File: config.mk
export PLATFORM = sky130hd
export DESIGN_NAME = quad_lane_mul
export DESIGN_NICKNAME = d
export VERILOG_FILES = /design/src/rtl/qlm_pkg.sv /design/src/rtl/qlm_decode.sv /design/src/rtl/qlm_lanes.sv /design/src/rtl/qlm_regfile.sv /design/src/rtl/quad_lane_mul.sv
export SDC_FILE = /design/constraint.sdc
export NUM_CORES = 2
export LEC_CHECK = 0
export BUFFER_PORTS_ARGS = -buffer_cell sky130_fd_sc_hd__clkbuf_2
export CAP_MARGIN = 10
export CORE_MARGIN = 2
export CORE_UTILIZATION = 50
export CTS_BUF_LIST = sky130_fd_sc_hd__clkbuf_8
export DETAILED_ROUTE_END_ITERATION = 12
export GPL_TIMING_DRIVEN = 0
export PLACE_DENSITY = 0.62
export SLEW_MARGIN = 20
export SYNTH_ARGS = -nofsm -noshare
export SYNTH_HDL_FRONTEND = slang
export SYNTH_HIERARCHICAL = 1
export SYNTH_SLANG_ARGS = --single-unit
File: constraint.sdc
create_clock -name clk -period 10.5 [get_ports clk]
set_input_delay 0.525 -clock clk [delete_from_list [all_inputs] [get_ports clk]]
set_output_delay 0.525 -clock clk [all_outputs]
set_load 0.01 [all_outputs]
File: src/rtl/qlm_pkg.sv
package qlm_pkg;

    localparam int XLEN     = 32;
    localparam int LANE_W   = 8;
    localparam int LANES    = XLEN / LANE_W;
    localparam int HALF     = LANES / 2;
    localparam int PROD_W   = 2 * LANE_W;
    localparam int REG_CNT  = 16;
    localparam int IDX_W    = $clog2(REG_CNT);
    localparam int SEL_W    = 2;

    // instruction field positions (least significant bit of each field)
    localparam int DHI_LSB  = 6;
    localparam int SRCA_LSB = 10;
    localparam int SRCB_LSB = 14;
    localparam int DLO_LSB  = 18;
    localparam int SEL_LSB  = 22;

    localparam logic [SEL_W-1:0] SEL_SIGNED = 2'b10;

    typedef logic [IDX_W-1:0] ridx_t;
    typedef logic [XLEN-1:0]  word_t;

    typedef struct packed {
        ridx_t dst_hi;    // receives lanes HALF..LANES-1
        ridx_t src_a;     // optionally signed operand
        ridx_t src_b;     // always unsigned operand
        ridx_t dst_lo;    // receives lanes 0..HALF-1
        logic  signed_a;
    } qlm_op_t;

    function automatic logic [PROD_W-1:0] lane_product(
        input logic [LANE_W-1:0] x,
        input logic [LANE_W-1:0] y,
        input logic              sgn
    );
        logic [PROD_W-1:0] ex;
        logic [PROD_W-1:0] ey;
        ex = {{LANE_W{sgn & x[LANE_W-1]}}, x};
        ey = {{LANE_W{1'b0}}, y};
        return ex * ey;
    endfunction

endpackage

File: src/rtl/qlm_decode.sv
module qlm_decode
    import qlm_pkg::*;
(
    input  word_t   instr,
    output qlm_op_t op
);
    logic unused_fields;

    always_comb begin
        op.dst_hi   = instr[DHI_LSB  +: IDX_W];
        op.src_a    = instr[SRCA_LSB +: IDX_W];
        op.src_b    = instr[SRCB_LSB +: IDX_W];
        op.dst_lo   = instr[DLO_LSB  +: IDX_W];
        op.signed_a = (instr[SEL_LSB +: SEL_W] == SEL_SIGNED);
    end

    assign unused_fields = ^{instr[XLEN-1:SEL_LSB+SEL_W], instr[DHI_LSB-1:0]};
endmodule

File: src/rtl/qlm_lanes.sv
module qlm_lanes
    import qlm_pkg::*;
(
    input  word_t a,
    input  word_t b,
    input  logic  signed_a,
    output word_t lo_word,
    output word_t hi_word
);
    logic [PROD_W-1:0] prod [LANES];

    for (genvar g = 0; g < LANES; g++) begin : g_lane
        assign prod[g] = lane_product(a[g*LANE_W +: LANE_W],
                                      b[g*LANE_W +: LANE_W], signed_a);
    end

    for (genvar h = 0; h < HALF; h++) begin : g_pack
        assign lo_word[h*PROD_W +: PROD_W] = prod[h];
        assign hi_word[h*PROD_W +: PROD_W] = prod[h+HALF];
    end
endmodule

File: src/rtl/qlm_regfile.sv
module qlm_regfile
    import qlm_pkg::*;
(
    input  logic  clk,
    input  logic  rst,
    input  ridx_t rd_a_idx,
    output word_t rd_a,
    input  ridx_t rd_b_idx,
    output word_t rd_b,
    input  ridx_t rd_p_idx,
    output word_t rd_p,
    input  logic  ld_we,
    input  ridx_t ld_idx,
    input  word_t ld_data,
    input  logic  we_lo,
    input  ridx_t lo_idx,
    input  word_t lo_data,
    input  logic  we_hi,
    input  ridx_t hi_idx,
    input  word_t hi_data
);
    logic [REG_CNT-1:0][XLEN-1:0] mem;

    // later statements win: load, then low word, then high word
    always_ff @(posedge clk) begin
        if (rst) begin
            mem <= '0;
        end else begin
            if (ld_we && ld_idx != '0) mem[ld_idx] <= ld_data;
            if (we_lo && lo_idx != '0) mem[lo_idx] <= lo_data;
            if (we_hi && hi_idx != '0) mem[hi_idx] <= hi_data;
        end
    end

    assign rd_a = mem[rd_a_idx];
    assign rd_b = mem[rd_b_idx];
    assign rd_p = mem[rd_p_idx];


    rf_hold_chk: assert property (@(posedge clk) disable iff (rst)
        (!ld_we && !we_lo && !we_hi) |=> $stable(mem));
endmodule

File: src/rtl/quad_lane_mul.sv
module quad_lane_mul
    import qlm_pkg::*;
(
    input  logic              clk,
    input  logic              rst,
    input  logic              issue,
    input  logic [XLEN-1:0]   instr,
    input  logic              ext_en,
    input  logic              ld_we,
    input  logic [IDX_W-1:0]  ld_idx,
    input  logic [XLEN-1:0]   ld_data,
    input  logic [IDX_W-1:0]  peek_idx,
    output logic [XLEN-1:0]   peek_data,
    output logic              done
);
    qlm_op_t op;
    word_t   src_a_val;
    word_t   src_b_val;
    word_t   lo_word;
    word_t   hi_word;
    logic    commit;

    qlm_decode u_dec (
        .instr (instr),
        .op    (op)
    );

    qlm_regfile u_rf (
        .clk      (clk),
        .rst      (rst),
        .rd_a_idx (op.src_a),
        .rd_a     (src_a_val),
        .rd_b_idx (op.src_b),
        .rd_b     (src_b_val),
        .rd_p_idx (peek_idx),
        .rd_p     (peek_data),
        .ld_we    (ld_we),
        .ld_idx   (ld_idx),
        .ld_data  (ld_data),
        .we_lo    (commit),
        .lo_idx   (op.dst_lo),
        .lo_data  (lo_word),
        .we_hi    (commit),
        .hi_idx   (op.dst_hi),
        .hi_data  (hi_word)
    );

    qlm_lanes u_lanes (
        .a        (src_a_val),
        .b        (src_b_val),
        .signed_a (op.signed_a),
        .lo_word  (lo_word),
        .hi_word  (hi_word)
    );

    assign commit = issue && ext_en;

    always_ff @(posedge clk) begin
        if (rst) done <= 1'b0;
        else     done <= issue;
    end


    done_follows_chk: assert property (@(posedge clk) disable iff (rst)
        issue |=> done);


    done_quiet_chk: assert property (@(posedge clk) disable iff (rst)
        !issue |=> !done);

    for (genvar g = 0; g < LANES; g++) begin : g_lane_chk

        zero_lane_chk: assert property (@(posedge clk) disable iff (rst)
            (src_b_val[g*LANE_W +: LANE_W] == '0) |->
            ({hi_word, lo_word}[g*PROD_W +: PROD_W] == '0));


        sign_unit_chk: assert property (@(posedge clk) disable iff (rst)
            (op.signed_a && src_b_val[g*LANE_W +: LANE_W] == LANE_W'(1)) |->
            ({hi_word, lo_word}[g*PROD_W +: PROD_W] ==
             {{LANE_W{src_a_val[g*LANE_W+LANE_W-1]}}, src_a_val[g*LANE_W +: LANE_W]}));
    end
endmodule

==> results.yml <==
cts:
  cts_setup_buffers: 0
  hold_buffers: 0
  clock-root-buffer: "clkbuf_8"
  clk_pin_slew_worst_paths_ps: 60
  ctsResizeCount: 0
  htreeDepth: 3
  clock-sinks: 513
  cts_tree: "done"
  clock_latency_ps: 770
  cts_made_buffers: 97
  clockBufferDepth: 3
synthesis:
  synth.distinct_cells: 55
  postSynthCellCount: 4515
  yosys.area_share.adder_pct: 12.95
  synth-edff-count: 0
  synth_area_um2: 45510
  ys_seq_area_share_pct: 22.57
  synth_area_leader_cell: "dfxtp_1"
  synthMuxAreaShare_pct: 29.52
  synth_top_family_by_area: "multiplexers"
  synth_ff_type: "dfxtp_1"
  syn_area_per_cell_um2: 10.08
  synth-async-reset-ratio_pct: 0
  yosys_warnings: 6
  synth_compound_area_share_pct: 14.81
  synth.top_cells.by_area: "dfxtp_1 23%, mux4_2 19%, mux2i_1 11%"
  synth-seq-cells: 513
  syn_nets: 4939
  yosys.cell_count.top_type: "nand2_1"
  yosys.area_share.xor_xnor_pct: 1.674
  synth_top_area_share_pct: 22.57
  synth_common_cells: "745 x nand2_1, 513 x dfxtp_1, 478 x mux2i_1"
  synthSimpleGateAreaFrac_pct: 11.01
power:
  switchingPower_uw: 1488
  vdd_ir_drop_max_mv: 0.09228
  p_clk_share_pct: 45.7
  cell_internal_pwr_uw: 3341
  p_leak_uw: 0.01931
  p_comb_share_pct: 13.0
  seq_power_share_pct: 41.3
  p_sw_share_pct: 30.81
  p_per_area_nw_per_um2: 97.42
placement:
  placed_cell_area_um2: 47390
  place_congestion: 1.072
  portBuffers: 77
  hpwl_mm: 151.8
global_route:
  grt_pass1_wl_mm: 299.3
  grt_usage_pct: 44.82
  antenna_found_initial: 13
  first_global_vias: 41750
  overflow: 0
  grt_util_met3_pct: 19.71
  grt_start_max_net_pins: 14
  gr-usage-met1_pct: 54.83
  grt_busiest_layer: "met2"
  use_met2_pct: 62.71
critical_path:
  cp.required_ps: 11120
  cp_max_fo: 10
  slowest_delay_ps: 850
  endpoint_kind: "flip-flop"
  critPathKind: "input pin to flip-flop"
  crit_slowest_cell: "clkbuf_1"
  cp-start-kind: "input pin"
  crit_arrival_ps: 9770
timing:
  min_period_ps: 9153
  rsz0062_at_grt: "false"
  finalHoldViolations: 0
  layout_worst_path_cycle_share_pct: 87.17
  timing.slew.headroom_pct: 6.588
  final-max-slew-violation-count: 0
  worst_pin_slew_ps: 1391
  skew_ps: 72.29
  final.setup.tns_ps: 0
  setup_violations: 0
  fmax_ghz: 0.1093
hold_path:
  hp-class: "input pin to flip-flop"
detailed_routing:
  drc: 0
  wl_per_cell_um: 35.68
  vias: 42950
  drtAntennaViolNets: 0
  wirelength_mm: 212.5
  drtIter0Drc: 7025
  routed_via_density: 7.211
  drtPass1Iterations: 7
final_layout:
  multiInputGateArea_um2: 31870
  n_fill_cell: 8270
  layout-drive-gt1-share_pct: 18.59
  register_area_um2: 10270
  syn2layout_area_growth_pct: 8.924
  final_nets: 5116
  stdcell_area_um2: 49570
status:
  outcome: "finished, final reports clean"
floorplan:
  die_y_um: 305.7
  die_area_um2: 93450
  die_x_um: 305.7
  core_area_um2: 90150
  initial_utilization_pct: 50.48
  io_pins: 110
  placementRows: 110
run:
  max_cap_violations: 0
==> worst paths after layout <==
path                                               start                  endpoint  slack, ps  cells past startpoint
worst max-delay path                           instr[11]  u_rf/mem[271]$_SDFF_PP0_       1350                     27
worst min-delay path                               issue           done$_SDFF_PP0_         50                      2
worst max register to register  u_rf/mem[231]$_SDFF_PP0_  u_rf/mem[271]$_SDFF_PP0_       2480                     24
worst min register to register    u_rf/mem[8]$_SDFF_PP0_    u_rf/mem[8]$_SDFF_PP0_        500                      1
==> kinds of logic (layout without fill, tap and decap cells) <==
family	count (synthesis)	in the layout
and+or+nand+nor	1112	1112
DFF	513	513
xor gates and xnor gates	87	87
buffers and inverters	823	1080
muxes	862	862
AOI/OAI and AO/OA	771	771
adders and majority gates	347	347
other	0	8
==> power groups by stage <==
| stage | registers [uW] | clock network, uW | logic, uW |
|---|---|---|---|
| CTS | 1990 | 2200 | 584 |
| floorplan | 2030 | 0 | 327 |
| global placement | 2030 | 0 | 582 |
| global route | 2000 | 2280 | 618 |
| detailed placement | 2030 | 0 | 583 |
| finish | 1990 | 2210 | 628 |
==> state kept, by name, summed over array words and instances, names as in the netlist <==
name and flops:
done 1, u_rf/mem 512
==> area by class of cell <==
class                      count  share of cell area, %
clock inverter                46                 0.5957
sequential                   513                  20.72
multi-input combinational   3179                  64.30
tap                         1176                  2.968
inverter                     339                  2.567
clock buffer                 133                  3.693
buffer                       484                  4.319
timing repair buffer          78                 0.8001
antenna                        8                0.04038
==> stage by stage <==
step,utilization (%),hold slack [ps],setup slack (ps),total power (uW),instances
finish,54.99,48.25,1347,4829,5956
global route,54.97,42.45,1304,4893,5949
CTS,54.92,20.96,1791,4773,5947
detailed placement,52.57,483.5,1065,2618,5768
global placement,52.54,480.7,1069,2615,5768
floorplan,-,465.0,3726,2354,4515
==> routing by layer <==
metal / share of wire [%] / up-vias
li1: - / 17100
met4: 8.9 / 14
met2: 40 / 3652
met3: 16 / 1105
met1: 35 / 21070
met5: 0.040 / -
==> worst max-delay path: cells and delay by family <==
| kind | cells | cell delay (ps) |
|---|---|---|
| AOI/OAI and AO/OA | 6 | 1450 |
| xor gates and xnor gates | 2 | 1380 |
| adders and majority gates | 5 | 2190 |
| buffers and inverters | 8 | 2510 |
| muxes | 1 | 420 |
| and+or+nand+nor | 5 | 1250 |
==> cells in the final DEF (no fill, tap or decap), types with 60 or more instances in the layout <==
| cell | synthesis | routed |
|---|---|---|
| nand2_1 | 745 | 745 |
| dfxtp_1 | 513 | 513 |
| mux2i_1 | 478 | 478 |
| o221ai_1 | 429 | 429 |
| mux4_2 | 384 | 384 |
| inv_1 | 338 | 367 |
| clkbuf_1 | 308 | 298 |
| fa_1 | 207 | 207 |
| a22oi_1 | 192 | 192 |
| and2_1 | 168 | 168 |
| ha_1 | 140 | 140 |
| clkbuf_8 | 0 | 133 |
| buf_2 | 132 | 132 |
| clkbuf_2 | 0 | 87 |
| xnor2_1 | 74 | 73 |
| o221ai_2 | 62 | 62 |
| nor2b_1 | 71 | 60 |
Power figures use the tool's default switching activity.
